===== src/rtl/apu_frame_seq_pkg.sv =====
`timescale 1ns/1ps
package apu_frame_seq_pkg;

  typedef enum logic [1:0] {
    STEP0 = 2'd0,
    STEP1 = 2'd1,
    STEP2 = 2'd2,
    STEP3 = 2'd3
  } step_e;

  typedef struct packed {
    logic five_step;
    logic irq_mask;
  } mode_t;

  function automatic logic step_has_half(input step_e s);
    return (s == STEP0) || (s == STEP2);
  endfunction

endpackage


===== src/rtl/fs_step_timer.sv =====
`timescale 1ns/1ps
module fs_step_timer #(
  parameter int CW = 15
) (
  input  logic          clk_i,
  input  logic          rst_ni,
  input  logic          restart_i,
  input  logic [CW-1:0] restart_val_i,
  input  logic [CW-1:0] reload_val_i,
  output logic          due_o,
  output logic          parity_o
);

  logic [CW-1:0] cnt_q, cnt_d;

  assign due_o    = (cnt_q <= CW'(1));
  assign parity_o = cnt_q[0];

  always_comb begin
    cnt_d = cnt_q;
    if (restart_i) begin
      cnt_d = restart_val_i;
    end else if (due_o) begin
      cnt_d = reload_val_i;
    end else begin
      cnt_d = cnt_q - CW'(1);
    end
  end

  always_ff @(posedge clk_i or negedge rst_ni) begin
    if (!rst_ni) begin
      cnt_q <= '0;
    end else begin
      cnt_q <= cnt_d;
    end
  end

endmodule


===== src/rtl/fs_step_decode.sv =====
`timescale 1ns/1ps
module fs_step_decode
  import apu_frame_seq_pkg::*;
#(
  parameter int CW = 15
) (
  input  step_e         step_i,
  input  mode_t         mode_i,
  input  logic [CW-1:0] period_i,
  output logic          half_o,
  output logic          irq_req_o,
  output logic [CW-1:0] delay_o,
  output step_e         step_next_o
);

  always_comb begin
    half_o      = step_has_half(step_i);
    irq_req_o   = (step_i == STEP0) && !mode_i.five_step && !mode_i.irq_mask;
    delay_o     = period_i;
    step_next_o = STEP0;
    unique case (step_i)
      STEP0: step_next_o = STEP1;
      STEP1: begin
        step_next_o = STEP2;
        delay_o     = period_i - CW'(2);
      end
      STEP2: step_next_o = STEP3;
      STEP3: begin
        step_next_o = STEP0;
        if (mode_i.five_step) begin
          delay_o = period_i + period_i - CW'(6);
        end
      end
      default: step_next_o = STEP0;
    endcase
  end

endmodule


===== src/rtl/fs_irq_latch.sv =====
`timescale 1ns/1ps
module fs_irq_latch (
  input  logic clk_i,
  input  logic rst_ni,
  input  logic set_i,
  input  logic clr_i,
  output logic flag_o
);

  logic flag_q, flag_d;

  always_comb begin
    flag_d = flag_q;
    if (set_i) begin
      flag_d = 1'b1;
    end else if (clr_i) begin
      flag_d = 1'b0;
    end
  end

  always_ff @(posedge clk_i or negedge rst_ni) begin
    if (!rst_ni) begin
      flag_q <= 1'b0;
    end else begin
      flag_q <= flag_d;
    end
  end

  assign flag_o = flag_q;

endmodule


===== src/rtl/apu_frame_seq.sv =====
`timescale 1ns/1ps
module apu_frame_seq
  import apu_frame_seq_pkg::*;
#(
  parameter int PERIOD_DEF = 7458,
  parameter int PERIOD_ALT = 8314
) (
  input  logic       clk_i,
  input  logic       rst_ni,
  input  logic       alt_region_i,
  input  logic       mode_wr_i,
  input  logic [7:0] mode_data_i,
  input  logic       status_rd_i,
  output logic       qtr_strobe_o,
  output logic       half_strobe_o,
  output logic       irq_o
);

  localparam int MAX_P = (PERIOD_ALT > PERIOD_DEF) ? PERIOD_ALT : PERIOD_DEF;
  localparam int CW    = $clog2(2 * MAX_P + 1);

  logic [CW-1:0] period;
  logic          restart, due, cnt_par, par, fire;
  logic [CW-1:0] restart_val, delay;
  mode_t         mode_q, mode_d, new_mode;
  step_e         step_q, step_d, step_next;
  logic          boot_q;
  logic          qtr_q, half_q, qtr_d, half_d;
  logic          step_half, irq_req, irq_set, irq_clr;
  logic          five_q, mask_q;
  logic          unused_data;

  assign unused_data = ^mode_data_i[5:0];

  assign period = alt_region_i ? CW'(PERIOD_ALT) : CW'(PERIOD_DEF);

  // Reset behaves as a write of zero with an odd leftover count.
  assign restart  = boot_q | mode_wr_i;
  assign new_mode = mode_wr_i ? mode_t'(mode_data_i[7:6]) : mode_t'(2'b00);
  assign par      = boot_q ? 1'b1 : cnt_par;

  always_comb begin
    restart_val = CW'(par);
    if (!new_mode.five_step) begin
      restart_val = CW'(par) + period;
    end
  end

  fs_step_timer #(.CW(CW)) u_timer (
    .clk_i         (clk_i),
    .rst_ni        (rst_ni),
    .restart_i     (restart),
    .restart_val_i (restart_val),
    .reload_val_i  (delay),
    .due_o         (due),
    .parity_o      (cnt_par)
  );

  fs_step_decode #(.CW(CW)) u_decode (
    .step_i      (step_q),
    .mode_i      (mode_q),
    .period_i    (period),
    .half_o      (step_half),
    .irq_req_o   (irq_req),
    .delay_o     (delay),
    .step_next_o (step_next)
  );

  // A write owns its cycle: a step due at the same time is dropped.
  assign fire    = due & ~restart;
  assign irq_set = fire & irq_req;
  assign irq_clr = status_rd_i | (mode_wr_i & mode_data_i[6]);

  fs_irq_latch u_irq (
    .clk_i  (clk_i),
    .rst_ni (rst_ni),
    .set_i  (irq_set),
    .clr_i  (irq_clr),
    .flag_o (irq_o)
  );

  always_comb begin
    step_d = step_q;
    mode_d = mode_q;
    if (restart) begin
      mode_d = new_mode;
      step_d = new_mode.five_step ? STEP0 : STEP1;
    end else if (fire) begin
      step_d = step_next;
    end
    qtr_d  = fire;
    half_d = fire & step_half;
  end

  always_ff @(posedge clk_i or negedge rst_ni) begin
    if (!rst_ni) begin
      boot_q <= 1'b1;
      step_q <= STEP1;
      mode_q <= '0;
      qtr_q  <= 1'b0;
      half_q <= 1'b0;
    end else begin
      boot_q <= 1'b0;
      step_q <= step_d;
      mode_q <= mode_d;
      qtr_q  <= qtr_d;
      half_q <= half_d;
    end
  end

  assign qtr_strobe_o  = qtr_q;
  assign half_strobe_o = half_q;
  assign five_q        = mode_q.five_step;
  assign mask_q        = mode_q.irq_mask;

endmodule


===== config.mk =====
export PLATFORM = sky130hd
export DESIGN_NAME = apu_frame_seq
export DESIGN_NICKNAME = d
export VERILOG_FILES = /design/src/rtl/apu_frame_seq_pkg.sv /design/src/rtl/fs_step_timer.sv /design/src/rtl/fs_step_decode.sv /design/src/rtl/fs_irq_latch.sv /design/src/rtl/apu_frame_seq.sv
export SDC_FILE = /design/constraint.sdc
export NUM_CORES = 1
export LEC_CHECK = 0
export ABC_AREA = 0
export BUFFER_PORTS_ARGS = -buffer_cell sky130_fd_sc_hd__buf_4
export CAP_MARGIN = 20
export CORE_MARGIN = 4
export CORE_UTILIZATION = 35
export CTS_CLUSTER_SIZE = 20
export DETAILED_ROUTE_END_ITERATION = 8
export PLACE_DENSITY_LB_ADDON = 0.15
export SYNTH_ARGS = -nofsm -noshare
export SYNTH_HDL_FRONTEND = slang
export SYNTH_SLANG_ARGS = --single-unit

===== constraint.sdc =====
create_clock -name clk_i -period 2.5 [get_ports clk_i]
set_clock_uncertainty 0.2 [all_clocks]
set_input_delay 0.5 -clock clk_i [delete_from_list [all_inputs] [get_ports clk_i]]
set_output_delay 0.5 -clock clk_i [all_outputs]
set_load 0.05 [all_outputs]

======== Word level (Yosys, flattened, before mapping) ========
Index checks and enable logic that the tools add are counted.
storage, ports and cells
  register bits ........................... 23
  input bits .............................. 13
  output and inout port bits .............. 3
  word-level logic and storage cells ...... 46
operators by class
  add/sub/neg operators ................... 5
  $lt $le $gt $ge ......................... 1
  equal/unequal tests ..................... 3
  multiplexer cells ....................... 14
  bitwise gates (word level) .............. 7
  reduce and logical (&&, ||, !) cells .... 8
operators by type and width
  kind                                                                    number
  15-bit two-way mux                                                      4
  15-bit case mux with 2 select lines                                     1
  1-bit by 14-bit adder with 15-bit output                                1
  14-bit by 14-bit adder with 15-bit output                               1
  15-bit by 1-bit <= comparator with 1-bit output, second input constant  1
  14-bit by 2-bit subtractor with 15-bit output, second input constant    1
  15-bit by 1-bit subtractor with 15-bit output, second input constant    1
  15-bit by 3-bit subtractor with 15-bit output, second input constant    1
  14-bit two-way mux                                                      1
  2-bit case mux with 4 select lines                                      1
  2-bit two-way mux                                                       3
  1-bit AND                                                               4
  2-bit == test, second input constant                                    2
  1-bit two-way mux                                                       4
  2-bit nonzero test                                                      2
  2-bit by 1-bit == test with 1-bit output, second input constant         1
  1-bit logical AND                                                       2
  1-bit logical NOT                                                       2
  2-bit logical NOT                                                       1
  1-bit OR                                                                2
  1-bit logical OR                                                        1
  1-bit NOT                                                               1

======== Longest topological paths before layout ========
Gate-level depths: netlist of the first run.
  depth after elaboration ................. 7
  depth in mapped cells ................... 7
  depth with buffers taken out ............ 6

======== By module ========
A second synthesis of the first run with hierarchy kept.
second synthesis, totals
  cell total of the unflattened synthesis .. 296
  area total of the unflattened synthesis .. 2,429.8 um2
by module, submodules not included
  module          times used  cells an instance  area each (um2)  seq. area each (um2)
  fs_step_timer   1           135                1,186.1          375.4
  fs_step_decode  1           131                887.1            0.0
  apu_frame_seq   1           27                 320.3            177.7
  fs_irq_latch    1           3                  36.3             25.0

======== Worst setup path after synthesis of the first run ========
No wires, ideal clock.
  path type ............................... register to register
  start ................................... reg u_timer.cnt_q[2]
  end ..................................... reg u_timer.cnt_q[10]
  library setup time ...................... 0.132 ns
  arrival ................................. 1.602 ns
  required time ........................... 2.168 ns
  slack ................................... 0.566 ns
  cell stages (with the launch flop) ...... 6
  buffers on the path ..................... 1
  clock period less this slack ............ 1.934 ns
  path through ............................ dfrtp_1 or3_1 buf_6 a211o_4 o31ai_4 a22oi_1
on the way
  longest elaborated chain between the ends .. 3
  elaborated cells between the ends (all ways) .. 4
  classes of those cells .................. add/sub (1); order compare (1); mux (2)
RTL lines
  element                                                                                                                  RTL line                                  source
  start, declared                                                                                                          fs_step_timer.sv:14                       logic [CW-1:0] cnt_q, cnt_d;
  start signal, assigned                                                                                                   fs_step_timer.sv:34                       cnt_q <= cnt_d;
  15-bit by 1-bit subtractor with 15-bit output / 15-bit by 1-bit <= comparator with 1-bit output (equally long branches)  fs_step_timer.sv:26, fs_step_timer.sv:16
  15-bit two-way mux *                                                                                                     fs_step_timer.sv:23                       end else if (due_o) begin
  15-bit two-way mux *                                                                                                     fs_step_timer.sv:21                       if (restart_i) begin
  via u_timer.cnt_d[10]                                                                                                    fs_step_timer.sv:14
Mark *: on every way through the listed nets, which the timed path passes. The rest lies on a longest branch.
A chain may end at the register's enable or synchronous reset.

======== Final worst setup path of the first run ========
  start ................................... reg u_timer.cnt_q[5]
  end ..................................... reg u_timer.cnt_q[9]
The elaborated chain is that of the path after synthesis.

==> flow_summary.json, run 1 <==
{
  "vias": 1210,
  "synthCells": 159,
  "use_met3": 0.0494,
  "ys_types": 53,
  "io_buffers": 9,
  "fp-row-count": 24,
  "slew_viol_final": 0,
  "grt_max_degree": 24,
  "syn_area_per_cell_um2": 9.81,
  "power_density_mw_per_mm2": 478,
  "vdd_ir_drop_max_mv": 0.224,
  "status": "finished clean",
  "nFillCells": 446,
  "numCtsBuffers": 3,
  "wl_per_cell_um": 16.3,
  "fin_crit_ns": 2.16,
  "area_growth_pct": 10.4,
  "cts.sink_count": 23,
  "yosys_warnings": 0,
  "synth_seq_area_share": 0.371,
  "drive_gt1_frac": 0.185,
  "most-common-layout-cells": "21 x dfrtp_1, 12 x buf_4, 11 x ha_1",
  "whs_ns": 0.270,
  "synth-seq-cells": 23,
  "syn-cell-area_mm2": 0.00156,
  "tightest_slew_ns": 0.733,
  "layout_commonest_cell": "dfrtp_1",
  "route.detailed.drc": 0,
  "hpwl_um": 2650,
  "die-area_mm2": 0.00559,
  "worst-endpoint-required_ns": 2.46,
  "synth-main-ff-cell": "dfrtp_1",
  "die_x_um": 74.7,
  "synth_edf_count": 0,
  "initial_core_util": 0.361,
  "antenna_found_initial": 0,
  "async_flop_share": 1.00,
  "ant_nets": 0,
  "routabilityCongestion": 0.881,
  "hold_violations": 0,
  "ctsResizeCount": 0,
  "post-cts-setup-buffer-count": 0,
  "grt-busiest-layer": "met2",
  "hp-class": "input pin to flop",
  "grt_pass1_wl_um": 6090,
  "ctsHoldBuffers": 1,
  "arrival_ns": 2.12,
  "drtPass1Iterations": 4,
  "overflow": 0,
  "layout.nets": 193,
  "routed_via_density": 5.50,
  "drt_iter0_markers": 101,
  "met2_usage": 0.211,
  "start_kind": "flop",
  "cp_max_fo": 14,
  "fin_crit_sh": 0.863,
  "synth_fp_nets": 183,
  "boundaryPins": 16,
  "rsz0062_at_grt": "no",
  "grtUsageMet1": 0.205,
  "clock_latency_ns": 0.26,
  "clockBufferDepth": 2,
  "drv_cap": 0,
  "routed_wl_um": 3590,
  "max_freq_mhz": 463,
  "grt_use_total": 0.145,
  "grt_pass1_vias": 1194,
  "die_h_um": 74.7,
  "crit_type": "flop to flop",
  "cts_tree": "yes",
  "h-tree-depth": 1,
  "critPathCaptureType": "flop",
  "fin_setup_tns_ns": 0,
  "n_antenna_cell": 0,
  "final-setup-viol-count": 0,
  "clkTransAtPathRegs_ns": 0.08,
  "clockRootBuffer": "clkbuf_8",
  "power.leakage_nw": 0.730,
  "relSlewSlack": 0.508,
  "core_area_mm2": 0.00432
}
==> worst paths after layout <==
path                                   from               end  slack, ns  cells past startpoint
setup / recovery           u_timer.cnt_q[5]  u_timer.cnt_q[9]       0.34                      4
hold / removal                    mode_wr_i  u_timer.cnt_q[0]       0.27                      2
setup reg to reg           u_timer.cnt_q[5]  u_timer.cnt_q[9]       0.34                      4
hold reg to reg                      mask_q            mask_q       0.32                      1
max in group asynchronous            rst_ni         step_q[0]       1.35                      2
min in group asynchronous            rst_ni      qtr_strobe_o       0.46                      2
==> power breakdown <==
part / internal (W) / switching (W) / total [W]
clock: 0.000114 / 0.000119 / 0.000232
combinational: 0.0000663 / 0.0000959 / 0.000162
sequential: 0.000395 / 0.0000329 / 0.000428
==> metrics by stage <==
step           area, µm²  total power (W)   util  worst slack [ns]  std cells
2_1_floorplan       1560         0.000547      -             0.566        159
3_3_place_gp        1670         0.000592  0.385             0.362        215
3_5_place_dp        1670         0.000596  0.385             0.382        215
4_1_cts             1720         0.000836  0.398             0.358        220
5_1_grt             1720         0.000870  0.398             0.176        220
6_report            1720         0.000823  0.398             0.342        220
==> logic make-up (layout without fill, tap and decap cells) <==
logic type,count (synthesis),after routing,synth area share
xor+xnor,9,9,0.0506
fa+ha+maj,11,11,0.0883
buf+inv,18,27,0.0546
other cells,1,1,0.00241
simple gates,50,50,0.198
compound gates,47,47,0.235
flops,23,23,0.371
==> synthesized netlist by cell type (2+ instances only) <==
master,number,share of area
or2_2,2,0.0080
a21oi_1,8,0.026
o31ai_1,6,0.029
and3_1,2,0.0080
nor3_1,6,0.019
nor3b_1,2,0.0096
dfstp_2,2,0.034
a41oi_1,2,0.011
xnor2_1,2,0.011
inv_1,10,0.024
a31oi_1,4,0.016
ha_1,11,0.088
nand4_1,4,0.016
nor2_1,9,0.022
a22oi_1,2,0.0096
nand3_1,5,0.016
dfrtp_1,21,0.34
buf_6,2,0.014
o21ai_0,5,0.016
nor4_4,2,0.027
o21ai_1,3,0.0096
buf_2,2,0.0064
xor2_1,7,0.039
nand2_1,8,0.019
clkbuf_1,3,0.0072
a31o_2,2,0.011
==> sequential cells by signal, summed over array words and instances, names as in the netlist <==
| register | flops |
|---|---|
| u_timer.cnt_q | 15 |
| step_q | 2 |
| boot_q | 1 |
| five_q | 1 |
| half_strobe_o | 1 |
| mask_q | 1 |
| qtr_strobe_o | 1 |
| u_irq.flag_o | 1 |
==> layout make-up <==
| type | instances | area [µm²] | share of cell area |
|---|---|---|---|
| multi-input combinational | 118 | 896 | 0.520 |
| tap | 52 | 65.1 | 0.0378 |
| inverter | 10 | 37.5 | 0.0218 |
| sequential | 23 | 578 | 0.336 |
| clock buffer | 4 | 45.0 | 0.0262 |
| timing repair buffer | 13 | 100 | 0.0581 |
==> per-layer routing <==
metal / share of wire / vias to the layer above
met5: 0 / -
li1: - / 603
met2: 0.44 / 28
met1: 0.49 / 573
met4: 0.011 / 0
met3: 0.051 / 6
==> worst max-delay path, cell delays in order, from the launching register on <==
cell and delay [ns]:
dfrtp_1 0.45, nor4_4 0.40, and3_1 0.58, a21oi_1 0.13
a221oi_1 0.30
Power figures use the tool's default switching activity.
==> run 2, diff against run 1 <==
--- a/config.mk
+++ b/config.mk
@@ -9,10 +9,11 @@
 export BUFFER_PORTS_ARGS = -buffer_cell sky130_fd_sc_hd__buf_4
 export CAP_MARGIN = 20
 export CORE_MARGIN = 4
-export CORE_UTILIZATION = 35
+export CORE_UTILIZATION = 36
 export CTS_CLUSTER_SIZE = 20
 export DETAILED_ROUTE_END_ITERATION = 8
-export PLACE_DENSITY_LB_ADDON = 0.15
+export PLACE_DENSITY = 0.64
+export SLEW_MARGIN = 20
 export SYNTH_ARGS = -nofsm -noshare
 export SYNTH_HDL_FRONTEND = slang
 export SYNTH_SLANG_ARGS = --single-unit
==> flow_summary.json, run 2 (synthesis results as in run 1) <==
{
  "routed_via_density": 5.71,
  "critPathCaptureType": "flop",
  "numCtsBuffers": 3,
  "tightest_slew_ns": 0.641,
  "clockRootBuffer": "clkbuf_8",
  "cp_max_fo": 13,
  "cts_tree": "yes",
  "die_x_um": 73.8,
  "layout_commonest_cell": "dfrtp_1",
  "cts.sink_count": 23,
  "most-common-layout-cells": "21 x dfrtp_1, 13 x buf_4, 11 x ha_1",
  "relSlewSlack": 0.569,
  "grt_use_total": 0.138,
  "reg_top3": "u_timer.cnt_q (15), step_q (2)",
  "ctsHoldBuffers": 1,
  "grt_pass1_vias": 1268,
  "routed_wl_um": 3430,
  "initial_core_util": 0.382,
  "fp-row-count": 23,
  "h-tree-depth": 1,
  "max_freq_mhz": 464,
  "ant_nets": 0,
  "n_antenna_cell": 0,
  "hold_violations": 0,
  "p_total_w": 0.000829,
  "io_buffers": 9,
  "arrival_ns": 2.11,
  "power_density_mw_per_mm2": 479,
  "drive_gt1_frac": 0.195,
  "hp-class": "input pin to flop",
  "fin_area_mm2": 0.00173,
  "clock_latency_ns": 0.26,
  "power.leakage_nw": 0.734,
  "slew_viol_final": 0,
  "grt_pass1_wl_um": 5810,
  "final-setup-viol-count": 0,
  "drt_iter0_markers": 79,
  "clkTransAtPathRegs_ns": 0.09,
  "post-cts-setup-buffer-count": 0,
  "dp.cells": 214,
  "regMostFlops": "u_timer.cnt_q",
  "routabilityCongestion": 0.892,
  "crit_type": "flop to flop",
  "grt_max_degree": 24,
  "layout.nets": 194,
  "boundaryPins": 16,
  "stdcell_count": 219,
  "fin_crit_sh": 0.863,
  "clockBufferDepth": 2,
  "hpwl_um": 2580,
  "fin_crit_ns": 2.16,
  "core_area_mm2": 0.00409,
  "largest_reg_flops": 15,
  "antenna_found_initial": 0,
  "die-area_mm2": 0.00545,
  "worst-endpoint-required_ns": 2.46,
  "route.detailed.drc": 0,
  "die_h_um": 73.8,
  "vdd_ir_drop_max_mv": 0.283,
  "overflow": 0,
  "wl_per_cell_um": 15.7,
  "area_growth_pct": 11.0,
  "status": "finished clean",
  "drv_cap": 0,
  "start_kind": "flop",
  "drtPass1Iterations": 4,
  "ctsResizeCount": 0,
  "place_ws_ns": 0.387,
  "rsz0062_at_grt": "no",
  "timing.final.ws_setup_ns": 0.343,
  "placed_cell_area_mm2": 0.00167,
  "fin_setup_tns_ns": 0,
  "vias": 1250
}
==> run 2: changes by cell type in the layout (fill, tap and decap cells not counted) <==
cell        change
clkbuf_1        -1
buf_4           +1
clkinvlp_4      +1
==> run 2: worst max-delay path, stage by stage (launching register included) <==
cell	delay, ns
dfrtp_1	0.45
or3_1	0.52
a211oi_4	0.24
buf_4	0.23
a21oi_1	0.09
a221oi_1	0.31
==> run 2: cell type report <==
class / count / area (µm²)
multi-input cells: 118 / 896
repair buffers: 14 / 108
inverters: 10 / 37.5
flip-flops and latches: 23 / 578
fillers: 404 / 2360
well taps: 50 / 62.6
clock inverters: 1 / 7.51
clock buffers: 3 / 41.3
==> run 2: power by group <==
group / internal, W / switching (W) / total [W]
logic: 0.0000669 / 0.0000963 / 0.000163
registers: 0.000395 / 0.0000328 / 0.000428
clock network: 0.000113 / 0.000125 / 0.000237
total: 0.000575 / 0.000254 / 0.000829
==> run 2: final timing paths <==
check / startpoint / end / slack, ns / depth (start not counted)
min: mode_wr_i / u_timer.cnt_q[0] / 0.27 / 2
max: u_timer.cnt_q[2] / u_timer.cnt_q[9] / 0.34 / 5
max reg2reg: u_timer.cnt_q[2] / u_timer.cnt_q[9] / 0.34 / 5
min in group asynchronous: rst_ni / mask_q / 0.46 / 2
max in group asynchronous: rst_ni / boot_q / 1.36 / 2
min reg2reg: mask_q / mask_q / 0.30 / 1
==> run 2: per-layer routing <==
metal  vias up  global-route usage  wire [µm]
met4         0              0.0463         31
met5         -                   0          0
met1       603               0.172       1440
li1        601                   -          -
met3         4              0.0205        210
met2        42               0.240       1750
==> run 2: through the flow <==
step           utilization  hold slack, ns
6_report             0.423           0.269
5_1_grt              0.423           0.272
4_1_cts              0.423           0.258
3_5_place_dp         0.409           0.209
3_3_place_gp         0.409           0.204
2_1_floorplan            -         0.00441
==> run 3, diff against run 2 <==
==> constraint.sdc (replaced) <==
create_clock -name clk_i -period 2 [get_ports clk_i]
set_clock_uncertainty 0.2 [all_clocks]
set_input_delay 0.4 -clock clk_i [delete_from_list [all_inputs] [get_ports clk_i]]
set_output_delay 0.4 -clock clk_i [all_outputs]
set_load 0.05 [all_outputs]
==> flow_summary.json, run 3 (synthesis results as in run 1) <==
{
  "status": "finished clean",
  "stdcell_count": 239,
  "clkPwrFrac": 0.268,
  "n_antenna_cell": 0,
  "slew_viol_final": 0,
  "antenna_found_initial": 0,
  "io_buffers": 9,
  "fin_crit_ns": 1.95,
  "regMostFlops": "u_timer.cnt_q",
  "routabilityCongestion": 0.852,
  "routed_wl_um": 3770,
  "cpPeakStageDelay_ns": 0.58,
  "clkTransAtPathRegs_ns": 0.08,
  "max_freq_mhz": 513,
  "clock_latency_ns": 0.27,
  "place_ws_ns": 0.0214,
  "internal_power_w": 0.000760,
  "drv_cap": 0,
  "core_area_mm2": 0.00409,
  "cts_tree": "yes",
  "fin_crit_sh": 0.975,
  "largest_reg_flops": 15,
  "route.detailed.drc": 0,
  "final-setup-viol-count": 0,
  "fin_setup_tns_ns": 0,
  "routed_via_density": 5.49,
  "layout.nets": 214,
  "vdd_ir_drop_max_mv": 0.306,
  "drive_gt1_frac": 0.349,
  "drtPass1Iterations": 4,
  "placed_cell_area_mm2": 0.00178,
  "clockBufferDepth": 2,
  "crit_chain": "or4_4, nor4_4, a21oi_1, a221oi_2",
  "overflow": 0,
  "fin_area_mm2": 0.00196,
  "cts.sink_count": 23,
  "switching_share": 0.306,
  "worst-endpoint-required_ns": 1.97,
  "h-tree-depth": 1,
  "power_density_mw_per_mm2": 559,
  "initial_core_util": 0.382,
  "die_h_um": 73.8,
  "grt_pass1_vias": 1317,
  "combPwrFrac": 0.247,
  "vias": 1312,
  "crit_type": "flop to flop",
  "layout_commonest_cell": "buf_4",
  "grt_use_total": 0.149,
  "hold_path.startpoint": "mode_wr_i",
  "worstSetupStartpoint": "u_timer.cnt_q[5]",
  "grt_pass1_wl_um": 6240,
  "boundaryPins": 16,
  "wl_per_cell_um": 15.8,
  "fp-row-count": 23,
  "start_kind": "flop",
  "switching_power_w": 0.000336,
  "clockRootBuffer": "clkbuf_8",
  "hold_violations": 0,
  "numCtsBuffers": 3,
  "hp-class": "input pin to flop",
  "p_total_w": 0.00110,
  "drt_iter0_markers": 69,
  "crit_path_top_delay_cell": "or4_4",
  "dp.cells": 228,
  "most-common-layout-cells": "31 x buf_4, 20 x dfrtp_1, 9 x inv_1, 9 x nor2_1, 9 x ha_1",
  "timing.final.ws_setup_ns": 0.0491,
  "die-area_mm2": 0.00545,
  "die_x_um": 73.8,
  "area_growth_pct": 25.6,
  "ant_nets": 0,
  "critPathCaptureType": "flop",
  "reg_top3": "u_timer.cnt_q (15), step_q (2)",
  "power.leakage_nw": 0.839,
  "worstReg2RegStart": "u_timer.cnt_q[5]",
  "grt_max_degree": 24,
  "cp_max_fo": 3,
  "hpwl_um": 2720,
  "seq_power_share": 0.485,
  "arrival_ns": 1.92
}
[run 3: cell types whose count changed in the layout (fill, tap and decap cells not counted), moves of 2 or more]
cell	delta
buf_4	+18
buf_6	+2
ha_1	-2
ha_2	+2
[run 3: routing by layer]
metal,GRT usage,vias up,share of wire
met5,0,-,0
met4,0.0624,0,0.014
met3,0.0164,5,0.041
met2,0.257,30,0.52
met1,0.186,636,0.42
li1,-,641,-
[run 3: power groups by stage]
stage               Combinational, W  Sequential [W]  Clock [W]
detailed placement          0.000229        0.000539          0
floorplan                   0.000148        0.000535          0
global route                0.000295        0.000537   0.000320
global placement            0.000224        0.000537          0
CTS                         0.000233        0.000529   0.000304
finish                      0.000270        0.000531   0.000294
[run 3: metrics by stage]
stage / utilization / hold WS [ns]
after floorplan: - / -0.0956
after global placement: 0.435 / 0.105
after detailed placement: 0.435 / 0.111
after CTS: 0.449 / 0.145
after global routing: 0.479 / 0.154
final: 0.479 / 0.153
[run 3: area by class of cell]
type | count | area, µm²
Clock buffer | 3 | 41.3
Clock inverter | 1 | 5.00
Fill cell | 389 | 2130
Inverter | 10 | 37.5
Multi-Input combinational cell | 118 | 967
Sequential cell | 23 | 579
Tap cell | 50 | 62.6
Timing Repair Buffer | 34 | 265
[run 3: final timing paths]
kind / endpoint / slack, ns / cells after the start
hold / removal: u_timer.cnt_q[0] / 0.15 / 2
hold reg to reg: mask_q / 0.32 / 1
setup reg to reg: u_timer.cnt_q[9] / 0.05 / 4
min in group asynchronous: mask_q / 0.35 / 2
setup / recovery: u_timer.cnt_q[9] / 0.05 / 4
max in group asynchronous: step_q[0] / 0.97 / 2
[run 3: what timing repair did]
item,4_1_cts,5_1_grt
endpoints found under the hold margin,21,0
gates cloned,0,0
hold buffers,1,0
setup buffers,0,6
pin swaps,0,6
resized for setup,1,16
endpoints found under the setup margin,1,14
[run 3: worst max-delay path: cells and delay by family, from the launching register on]
family	cells	cell delay, ns
AND/OR/NAND/NOR	2	0.86
AO/OA/AOI/OAI	2	0.37
flip-flops	1	0.43
